--- config.mk ---
export PLATFORM = sky130hd
export DESIGN_NAME = gptimer_ch
export DESIGN_NICKNAME = d
export VERILOG_FILES = /design/src/rtl/gtm_pkg.sv /design/src/rtl/gtm_pin_sync.sv /design/src/rtl/gtm_tick_gen.sv /design/src/rtl/gtm_tout.sv /design/src/rtl/gptimer_ch.sv
export SDC_FILE = /design/constraint.sdc
export NUM_CORES = 1
export LEC_CHECK = 0
export CORE_MARGIN = 2
export CORE_UTILIZATION = 59
export CTS_CLUSTER_DIAMETER = 80
export CTS_CLUSTER_SIZE = 10
export DETAILED_ROUTE_END_ITERATION = 16
export PLACE_DENSITY_LB_ADDON = 0.2
export SYNTH_ARGS = -nofsm -noshare
export SYNTH_HDL_FRONTEND = slang
export SYNTH_HIERARCHICAL = 1
export SYNTH_SLANG_ARGS = --single-unit
export TNS_END_PERCENT = 1
--- constraint.sdc ---
create_clock -name clk -period 3.95 [get_ports clk]
set_input_delay 0.5925 -clock clk [delete_from_list [all_inputs] [get_ports clk]]
set_output_delay 0.5925 -clock clk [all_outputs]
set_load 0.02 [all_outputs]
--- src/rtl/gtm_pkg.sv ---
package gtm_pkg;

  typedef enum logic [1:0] {
    CS_STOP = 2'b00,
    CS_SYS  = 2'b01,
    CS_DIV  = 2'b10,
    CS_TIN  = 2'b11
  } clk_src_e;

  typedef enum logic [1:0] {
    CAP_OFF  = 2'b00,
    CAP_RISE = 2'b01,
    CAP_FALL = 2'b10,
    CAP_BOTH = 2'b11
  } cap_edge_e;

  localparam int unsigned ADDR_W = 3;

  localparam logic [ADDR_W-1:0] A_MODE = 3'd0;
  localparam logic [ADDR_W-1:0] A_REF  = 3'd1;
  localparam logic [ADDR_W-1:0] A_CAP  = 3'd2;
  localparam logic [ADDR_W-1:0] A_CNT  = 3'd3;
  localparam logic [ADDR_W-1:0] A_EVT  = 3'd4;

  localparam int unsigned EV_CAP = 0;
  localparam int unsigned EV_REF = 1;

endpackage

--- src/rtl/gtm_pin_sync.sv ---
module gtm_pin_sync #(
  parameter int unsigned STAGES = 2
) (
  input  logic clk,
  input  logic rst_n,
  input  logic pin_i,
  output logic rise_o,
  output logic fall_o
);

  logic [STAGES-1:0] sync_q;
  logic              prev_q;
  logic              level;

  assign level = sync_q[STAGES-1];

  always_ff @(posedge clk or negedge rst_n) begin
    if (!rst_n) begin
      sync_q <= '0;
      prev_q <= 1'b0;
    end else begin
      sync_q <= (sync_q << 1) | STAGES'(pin_i);
      prev_q <= level;
    end
  end

  assign rise_o = level & ~prev_q;
  assign fall_o = ~level & prev_q;

endmodule

--- src/rtl/gtm_tick_gen.sv ---
module gtm_tick_gen import gtm_pkg::*; #(
  parameter int unsigned PS_W  = 8,
  parameter int unsigned DIV_W = 4
) (
  input  logic            clk,
  input  logic            rst_n,
  input  logic [1:0]      sel_i,
  input  logic [PS_W-1:0] ps_i,
  input  logic            run_i,
  input  logic            tin_rise_i,
  input  logic            clr_i,
  output logic            src_tick_o,
  output logic            cnt_tick_o
);

  logic [DIV_W-1:0] div_q;
  logic [PS_W-1:0]  pre_q;
  logic             src_raw;
  logic             pre_done;
  clk_src_e         sel;

  assign sel = clk_src_e'(sel_i);

  always_comb begin
    unique case (sel)
      CS_SYS:  src_raw = 1'b1;
      CS_DIV:  src_raw = &div_q;
      CS_TIN:  src_raw = tin_rise_i;
      default: src_raw = 1'b0;
    endcase
  end

  assign src_tick_o = src_raw & run_i;
  assign pre_done   = (pre_q >= ps_i);
  assign cnt_tick_o = src_tick_o & pre_done;

  always_ff @(posedge clk or negedge rst_n) begin
    if (!rst_n) begin
      div_q <= '0;
    end else if (clr_i || sel != CS_DIV) begin
      div_q <= '0;
    end else if (run_i) begin
      div_q <= div_q + 1'b1;
    end
  end

  always_ff @(posedge clk or negedge rst_n) begin
    if (!rst_n) begin
      pre_q <= '0;
    end else if (clr_i || sel == CS_STOP) begin
      pre_q <= '0;
    end else if (src_tick_o) begin
      pre_q <= pre_done ? '0 : pre_q + 1'b1;
    end
  end

endmodule

--- src/rtl/gtm_tout.sv ---
module gtm_tout (
  input  logic clk,
  input  logic rst_n,
  input  logic om_i,
  input  logic match_i,
  input  logic src_tick_i,
  output logic tout_o
);

  logic low_q;
  logic tgl_q;

  always_ff @(posedge clk or negedge rst_n) begin
    if (!rst_n) begin
      low_q <= 1'b0;
    end else if (om_i) begin
      low_q <= 1'b0;
    end else if (match_i) begin
      low_q <= 1'b1;
    end else if (src_tick_i) begin
      low_q <= 1'b0;
    end
  end

  always_ff @(posedge clk or negedge rst_n) begin
    if (!rst_n) begin
      tgl_q <= 1'b0;
    end else if (om_i && match_i) begin
      tgl_q <= ~tgl_q;
    end
  end

  assign tout_o = om_i ? tgl_q : ~low_q;


  tout_pulse_chk: assert property (@(posedge clk) disable iff (!rst_n)
    (!om_i && match_i) |=> (om_i || !tout_o));


  tout_toggle_chk: assert property (@(posedge clk) disable iff (!rst_n)
    (om_i && match_i) |=> (!om_i || tout_o != $past(tout_o)));

endmodule

--- src/rtl/gptimer_ch.sv ---
module gptimer_ch import gtm_pkg::*; #(
  parameter int unsigned CNT_W       = 16,
  parameter int unsigned PS_W        = 8,
  parameter int unsigned DIV_W       = 4,
  parameter int unsigned SYNC_STAGES = 2
) (
  input  logic              clk,
  input  logic              rst_n,
  input  logic              wr_en_i,
  input  logic [ADDR_W-1:0] addr_i,
  input  logic [CNT_W-1:0]  wdata_i,
  output logic [CNT_W-1:0]  rdata_o,
  input  logic              tin_i,
  input  logic              tgate_i,
  input  logic              gate_mode_i,
  output logic              tout_o,
  output logic              irq_o
);

  localparam int unsigned MODE_W  = PS_W + 8;
  localparam int unsigned B_GE    = 0;
  localparam int unsigned B_CS    = 1;
  localparam int unsigned B_FRR   = 3;
  localparam int unsigned B_ORI   = 4;
  localparam int unsigned B_OM    = 5;
  localparam int unsigned B_CE    = 6;
  localparam int unsigned B_PS    = 8;
  localparam int unsigned N_PINS  = 2;
  localparam int unsigned P_TIN   = 0;
  localparam int unsigned P_GATE  = 1;
  localparam int unsigned N_EVT   = 2;

  logic [MODE_W-1:0] mode_q;
  logic [CNT_W-1:0]  ref_q;
  logic [CNT_W-1:0]  cap_q;
  logic [CNT_W-1:0]  cnt_q;
  logic [N_EVT-1:0]  evt_q;
  logic              gate_open_q;

  logic              ge, frr, ori, om;
  logic [1:0]        cs;
  cap_edge_e         ce;
  logic [PS_W-1:0]   ps;

  assign ge  = mode_q[B_GE];
  assign cs  = mode_q[B_CS +: 2];
  assign frr = mode_q[B_FRR];
  assign ori = mode_q[B_ORI];
  assign om  = mode_q[B_OM];
  assign ce  = cap_edge_e'(mode_q[B_CE +: 2]);
  assign ps  = mode_q[B_PS +: PS_W];

  // Pin synchronizers
  logic [N_PINS-1:0] pin_raw, pin_rise, pin_fall;
  assign pin_raw[P_TIN]  = tin_i;
  assign pin_raw[P_GATE] = tgate_i;

  for (genvar g = 0; g < N_PINS; g++) begin : g_pin
    gtm_pin_sync #(.STAGES(SYNC_STAGES)) u_sync (
      .clk    (clk),
      .rst_n  (rst_n),
      .pin_i  (pin_raw[g]),
      .rise_o (pin_rise[g]),
      .fall_o (pin_fall[g])
    );
  end

  // Register write decode
  logic wr_mode, wr_ref, wr_cnt, wr_evt;
  assign wr_mode = wr_en_i && addr_i == A_MODE;
  assign wr_ref  = wr_en_i && addr_i == A_REF;
  assign wr_cnt  = wr_en_i && addr_i == A_CNT;
  assign wr_evt  = wr_en_i && addr_i == A_EVT;

  // Gating
  logic run, gate_clr;
  assign run      = (clk_src_e'(cs) != CS_STOP) && (!ge || gate_open_q);
  assign gate_clr = ge && pin_fall[P_GATE] && !gate_mode_i;

  always_ff @(posedge clk or negedge rst_n) begin
    if (!rst_n) begin
      gate_open_q <= 1'b0;
    end else if (pin_fall[P_GATE]) begin
      gate_open_q <= 1'b1;
    end else if (pin_rise[P_GATE]) begin
      gate_open_q <= 1'b0;
    end
  end

  // Tick generation
  logic src_tick, cnt_tick;

  gtm_tick_gen #(.PS_W(PS_W), .DIV_W(DIV_W)) u_tick (
    .clk        (clk),
    .rst_n      (rst_n),
    .sel_i      (cs),
    .ps_i       (ps),
    .run_i      (run),
    .tin_rise_i (pin_rise[P_TIN]),
    .clr_i      (gate_clr),
    .src_tick_o (src_tick),
    .cnt_tick_o (cnt_tick)
  );

  // Counter and reference compare
  logic [CNT_W-1:0] cnt_next;
  logic             match;
  assign cnt_next = cnt_q + 1'b1;
  assign match    = cnt_tick && (cnt_next == ref_q);

  always_ff @(posedge clk or negedge rst_n) begin
    if (!rst_n) begin
      cnt_q <= '0;
    end else if (gate_clr) begin
      cnt_q <= '0;
    end else if (wr_cnt) begin
      cnt_q <= wdata_i;
    end else if (cnt_tick) begin
      cnt_q <= (match && frr) ? '0 : cnt_next;
    end
  end

  // Capture
  logic cap_hit;
  always_comb begin
    unique case (ce)
      CAP_RISE: cap_hit = pin_rise[P_TIN];
      CAP_FALL: cap_hit = pin_fall[P_TIN];
      CAP_BOTH: cap_hit = pin_rise[P_TIN] | pin_fall[P_TIN];
      default:  cap_hit = 1'b0;
    endcase
  end

  always_ff @(posedge clk or negedge rst_n) begin
    if (!rst_n) begin
      cap_q <= '0;
    end else if (cap_hit) begin
      cap_q <= cnt_q;
    end
  end

  // Mode and reference registers
  always_ff @(posedge clk or negedge rst_n) begin
    if (!rst_n) begin
      mode_q <= '0;
      ref_q  <= '0;
    end else begin
      if (wr_mode) mode_q <= wdata_i[MODE_W-1:0];
      if (wr_ref)  ref_q  <= wdata_i;
    end
  end

  // Event flags: set wins over write-one-to-clear
  logic [N_EVT-1:0] evt_set;
  assign evt_set[EV_CAP] = cap_hit;
  assign evt_set[EV_REF] = match;

  for (genvar e = 0; e < N_EVT; e++) begin : g_evt
    always_ff @(posedge clk or negedge rst_n) begin
      if (!rst_n) begin
        evt_q[e] <= 1'b0;
      end else if (evt_set[e]) begin
        evt_q[e] <= 1'b1;
      end else if (wr_evt && wdata_i[e]) begin
        evt_q[e] <= 1'b0;
      end
    end
  end

  assign irq_o = (evt_q[EV_CAP] && ce != CAP_OFF) || (evt_q[EV_REF] && ori);

  // Output pin
  gtm_tout u_tout (
    .clk        (clk),
    .rst_n      (rst_n),
    .om_i       (om),
    .match_i    (match),
    .src_tick_i (src_tick),
    .tout_o     (tout_o)
  );

  // Read mux
  always_comb begin
    unique case (addr_i)
      A_MODE:  rdata_o = CNT_W'(mode_q);
      A_REF:   rdata_o = ref_q;
      A_CAP:   rdata_o = cap_q;
      A_CNT:   rdata_o = cnt_q;
      A_EVT:   rdata_o = CNT_W'(evt_q);
      default: rdata_o = '0;
    endcase
  end


  ref_flag_chk: assert property (@(posedge clk) disable iff (!rst_n)
    match |=> evt_q[EV_REF]);


  irq_ref_chk: assert property (@(posedge clk) disable iff (!rst_n)
    (match && ori && !wr_mode) |=> irq_o);


  restart_zero_chk: assert property (@(posedge clk) disable iff (!rst_n)
    (match && frr && !wr_cnt) |=> (cnt_q == '0));


  cap_latch_chk: assert property (@(posedge clk) disable iff (!rst_n)
    cap_hit |=> (cap_q == $past(cnt_q)));


  gate_hold_chk: assert property (@(posedge clk) disable iff (!rst_n)
    (ge && !gate_open_q && !gate_clr && !wr_cnt) |=> $stable(cnt_q));

endmodule

==> results by group <==
Yosys
  – Number of flip-flops and latches in the synthesized netlist: 87
  – Post-synthesis instance area: 5240 µm²
  – Cells after synthesis: 470
  – Mean cell area of the mapped netlist: 11.2 µm²
  – Top cell type's share of synthesized area: 41.5%
  – Synth unique cells: 68
  – Largest cells by area after synthesis: sky130_fd_sc_hd__dfrtp_1 42%, sky130_fd_sc_hd__mux2_2 9.2%, sky130_fd_sc_hd__mux4_2 6.4%, sky130_fd_sc_hd__ha_1 2.6%, sky130_fd_sc_hd__nor2b_1 2.4%
  – Register area share after synthesis: 41.5%
  – Cell types with the highest counts after synthesis: 87 x sky130_fd_sc_hd__dfrtp_1, 43 x sky130_fd_sc_hd__mux2_2, 33 x sky130_fd_sc_hd__nand2_1
  – EDFF count, synth: 0
  – Library cell with the highest instance count after synthesis: sky130_fd_sc_hd__dfrtp_1
  – Post-synth ARST share: 100%
  – Nets in the synthesized netlist: 506
  – Yosys warning count: 6
  – Post-synth top area cell: sky130_fd_sc_hd__dfrtp_1
  – Top_reg_cell synth: sky130_fd_sc_hd__dfrtp_1

Timing
  – Slew Viols, Final: 0
  – Maximum clock rate: 291 MHz
  – Unrepaired setup endpoints after global routing: no
  – Actual slew at the worst max-slew pin: 1.16 ns
  – Max transition margin: 22.6%
  – Setup tns final: 0 ns
  – Final cycle utilization of the critical path: 87.0%
  – Time the final worst path needs with I/O delays and setup: 3.43 ns
  – Worst-case clock skew: 0.0162 ns
  – Total of endpoints with negative setup slack in the final report: 0
  – Number of hold violations in the final report: 0

Route
  – Post-route antenna net violation count: 0
  – Via-per-instance ratio: 6.38
  – Routed len/inst: 20.1 µm
  – Total via count after detailed routing: 3941
  – Wire length reported by the detailed router: 12.4 mm
  – Number of DRC violations after detailed-routing iteration 0: 209
  – First-pass iteration count of the detailed router: 4
  – DRC viols: 0

Global route
  – First-pass GRT wire length: 20.7 mm
  – Antenna violations before repair: 0
  – GRT Util Overall: 27.4%
  – GRT overflow: 0
  – Via count of the first global-routing pass: 3919
  – Pin count of the biggest net entering global routing: 88

Pwr
  – Sum of internal, switching and leakage power: 2970 µW
  – VDD IR-drop max: 0.265 mV
  – Areal power density over the cells: 497 nW/µm²
  – Standby leakage power: 0.00244 µW

Worst hold path
  – Type of the worst min-delay path: reg2reg
  – Hold Path Origin: g_pin[1].u_sync/sync_q[0]

Worst setup path
  – Crit path capture type: flip-flop
  – Crit path launch: u_tick/pre_q[4]
  – Startpoint type of the worst setup path: flip-flop
  – Beginning of the worst register-to-register path: u_tick/pre_q[4]
  – Category of the critical setup timing path: reg2reg
  – Largest fanout of any net on the critical path: 12
  – Data arrival time of the critical path: 3.69 ns
  – Data required time of the worst path: 4.20 ns

Finish
  – Footprint of the flip-flops and latches: 2180 µm²
  – Final design area excluding fillers: 5970 µm²
  – Multi-input gate area: 2880 µm²
  – Area growth from synthesis to layout: 13.8%
  – Final-stage net count: 541
  – Share of layout cells above drive strength 1: 22.7%
  – Diodes inserted: 0
  – Filler instances: 660

Clocking
  – Clock tree from TritonCTS: yes
  – # H-tree levels: 3
  – Buffer type at the clock tree root: sky130_fd_sc_hd__clkbuf_8
  – Count of clock tree sinks: 87
  – Number of gates resized after cts: 0
  – Post-CTS Setup Bufs: 0
  – Maximum buffer depth of the clock tree: 2
  – Clock buffers created by TritonCTS: 9
  – Quantity of hold-fixing buffers added after cts: 0
  – Clock Pin Slew Worst Setup and Hold Paths: 0.10 ns
  – Clock insertion delay at the later pin of the skew report: 0.38 ns

Run
  – Maxcap violations: 0

Floorplanning
  – Site Rows: 34
  – Std-Cell Core Area: 8680 µm²
  – Starting density of the core: 60.4%
  – Die span in y: 98.3 µm
  – Num ports: 43
  – Horizontal die dimension: 98.3 µm
  – Area enclosed by the die boundary: 9660 µm²

Placed design
  – Last weighted congestion value of the routability-driven placer: 0.889
  – Number of buffers added on ports: 42
  – DP Area: 5760 µm²
  – Dpl hpwl: 8.82 mm

Run status
  – Status: completed
cells by family after synthesis:
family	count (synthesis)	synth area share, %
xor+xnor	26	4.34
compound gates	77	12.1
simple gates	157	18.3
flops	87	41.5
mux	65	17.1
fa+ha+maj	11	2.62
buf+inv	47	4.03
cells in the final DEF, fill, tap and decap left out, types with 3 or more instances in the layout:
| master | n |
|---|---|
| sky130_fd_sc_hd__nor4_1 | 3 |
| sky130_fd_sc_hd__xnor2_1 | 14 |
| sky130_fd_sc_hd__mux4_2 | 15 |
| sky130_fd_sc_hd__clkdlybuf4s50_1 | 41 |
| sky130_fd_sc_hd__inv_1 | 16 |
| sky130_fd_sc_hd__mux2_2 | 43 |
| sky130_fd_sc_hd__and3_1 | 6 |
| sky130_fd_sc_hd__dfrtp_1 | 87 |
| sky130_fd_sc_hd__and2_1 | 7 |
| sky130_fd_sc_hd__and4_1 | 4 |
| sky130_fd_sc_hd__buf_4 | 13 |
| sky130_fd_sc_hd__ha_1 | 11 |
| sky130_fd_sc_hd__a21oi_1 | 8 |
| sky130_fd_sc_hd__xor2_1 | 12 |
| sky130_fd_sc_hd__nand4_1 | 9 |
| sky130_fd_sc_hd__nor2_1 | 18 |
| sky130_fd_sc_hd__nand4b_1 | 3 |
| sky130_fd_sc_hd__a31oi_1 | 3 |
| sky130_fd_sc_hd__o31ai_1 | 7 |
| sky130_fd_sc_hd__or2_2 | 3 |
| sky130_fd_sc_hd__nor3_1 | 6 |
| sky130_fd_sc_hd__o21ai_1 | 7 |
| sky130_fd_sc_hd__o311ai_2 | 6 |
| sky130_fd_sc_hd__mux2i_1 | 4 |
| sky130_fd_sc_hd__nand2_1 | 33 |
| sky130_fd_sc_hd__nand3_1 | 18 |
| sky130_fd_sc_hd__o21ai_0 | 11 |
| sky130_fd_sc_hd__nor2b_1 | 20 |
| sky130_fd_sc_hd__a221o_1 | 11 |
| sky130_fd_sc_hd__a22oi_1 | 3 |
| sky130_fd_sc_hd__nor3b_1 | 3 |
| sky130_fd_sc_hd__mux2_1 | 3 |
| sky130_fd_sc_hd__clkbuf_8 | 9 |
power breakdown:
group | internal (µW) | switching (µW) | total [µW] | leakage, µW
registers | 1080 | 266 | 1350 | 0.00103
clock network | 304 | 354 | 658 | 0.000103
logic | 511 | 447 | 958 | 0.00130
through the flow:
stage | hold WS, ns | util (%) | instances | setup slack [ns]
floorplan | 0.297 | - | 470 | 1.12
global placement | 0.333 | 66.4 | 602 | 0.675
detailed placement | 0.336 | 66.4 | 602 | 0.642
CTS | 0.360 | 68.8 | 618 | 0.582
global route | 0.361 | 68.8 | 618 | 0.284
finish | 0.358 | 68.8 | 618 | 0.515
area by class of cell:
cell class                 instances  share of cell area (%)
timing repair buffer              54                    8.51
tap                              108                    2.26
sequential                        87                    36.5
multi-input combinational        336                    48.2
clock inverter                     6                    1.28
inverter                          17                    1.07
clock buffer                      10                    2.14
layer usage:
layer / vias up / part of all wire, % / GRT usage, %
met5: - / 0 / 0
met4: 0 / 2.0 / 9.17
met3: 21 / 5.2 / 5.51
met2: 97 / 48 / 42.8
met1: 2011 / 45 / 38.9
li1: 1812 / - / -
registers in the layout, summed over array words and instances, names as in the netlist:
register	cells
cap_q	16
g_pin.u_sync/prev_q	2
u_tick/div_q	4
u_tout/tgl_q	1
gate_open_q	1
evt_q	2
u_tick/pre_q	8
mode_q	16
g_pin.u_sync/sync_q	4
ref_q	16
u_tout/low_q	1
cnt_q	16
worst paths after layout:
check / slack (ns) / depth (start not counted) / endpoint
max: 0.52 / 12 / cnt_q[12]
min: 0.36 / 0 / g_pin[1].u_sync/sync_q[1]
max reg2reg: 0.52 / 12 / cnt_q[12]
min reg2reg: 0.36 / 0 / g_pin[1].u_sync/sync_q[1]
max in group asynchronous: 2.84 / 1 / mode_q[5]
min in group asynchronous: 0.40 / 1 / u_tick/div_q[3]
critical path: stages, from the launching register on:
cell and delay [ns]:
sky130_fd_sc_hd__dfrtp_1 0.48, sky130_fd_sc_hd__ha_1 0.31, sky130_fd_sc_hd__o21ai_0 0.08, sky130_fd_sc_hd__o21bai_1 0.27, sky130_fd_sc_hd__a31oi_1 0.21, sky130_fd_sc_hd__nor2_1 0.22
sky130_fd_sc_hd__and3_1 0.20, sky130_fd_sc_hd__o2111ai_1 0.18, sky130_fd_sc_hd__nor4_2 0.19, sky130_fd_sc_hd__and4_1 0.45, sky130_fd_sc_hd__buf_4 0.27, sky130_fd_sc_hd__o31ai_1 0.08
sky130_fd_sc_hd__a221o_1 0.36
(Power assumes the default switching activity.)
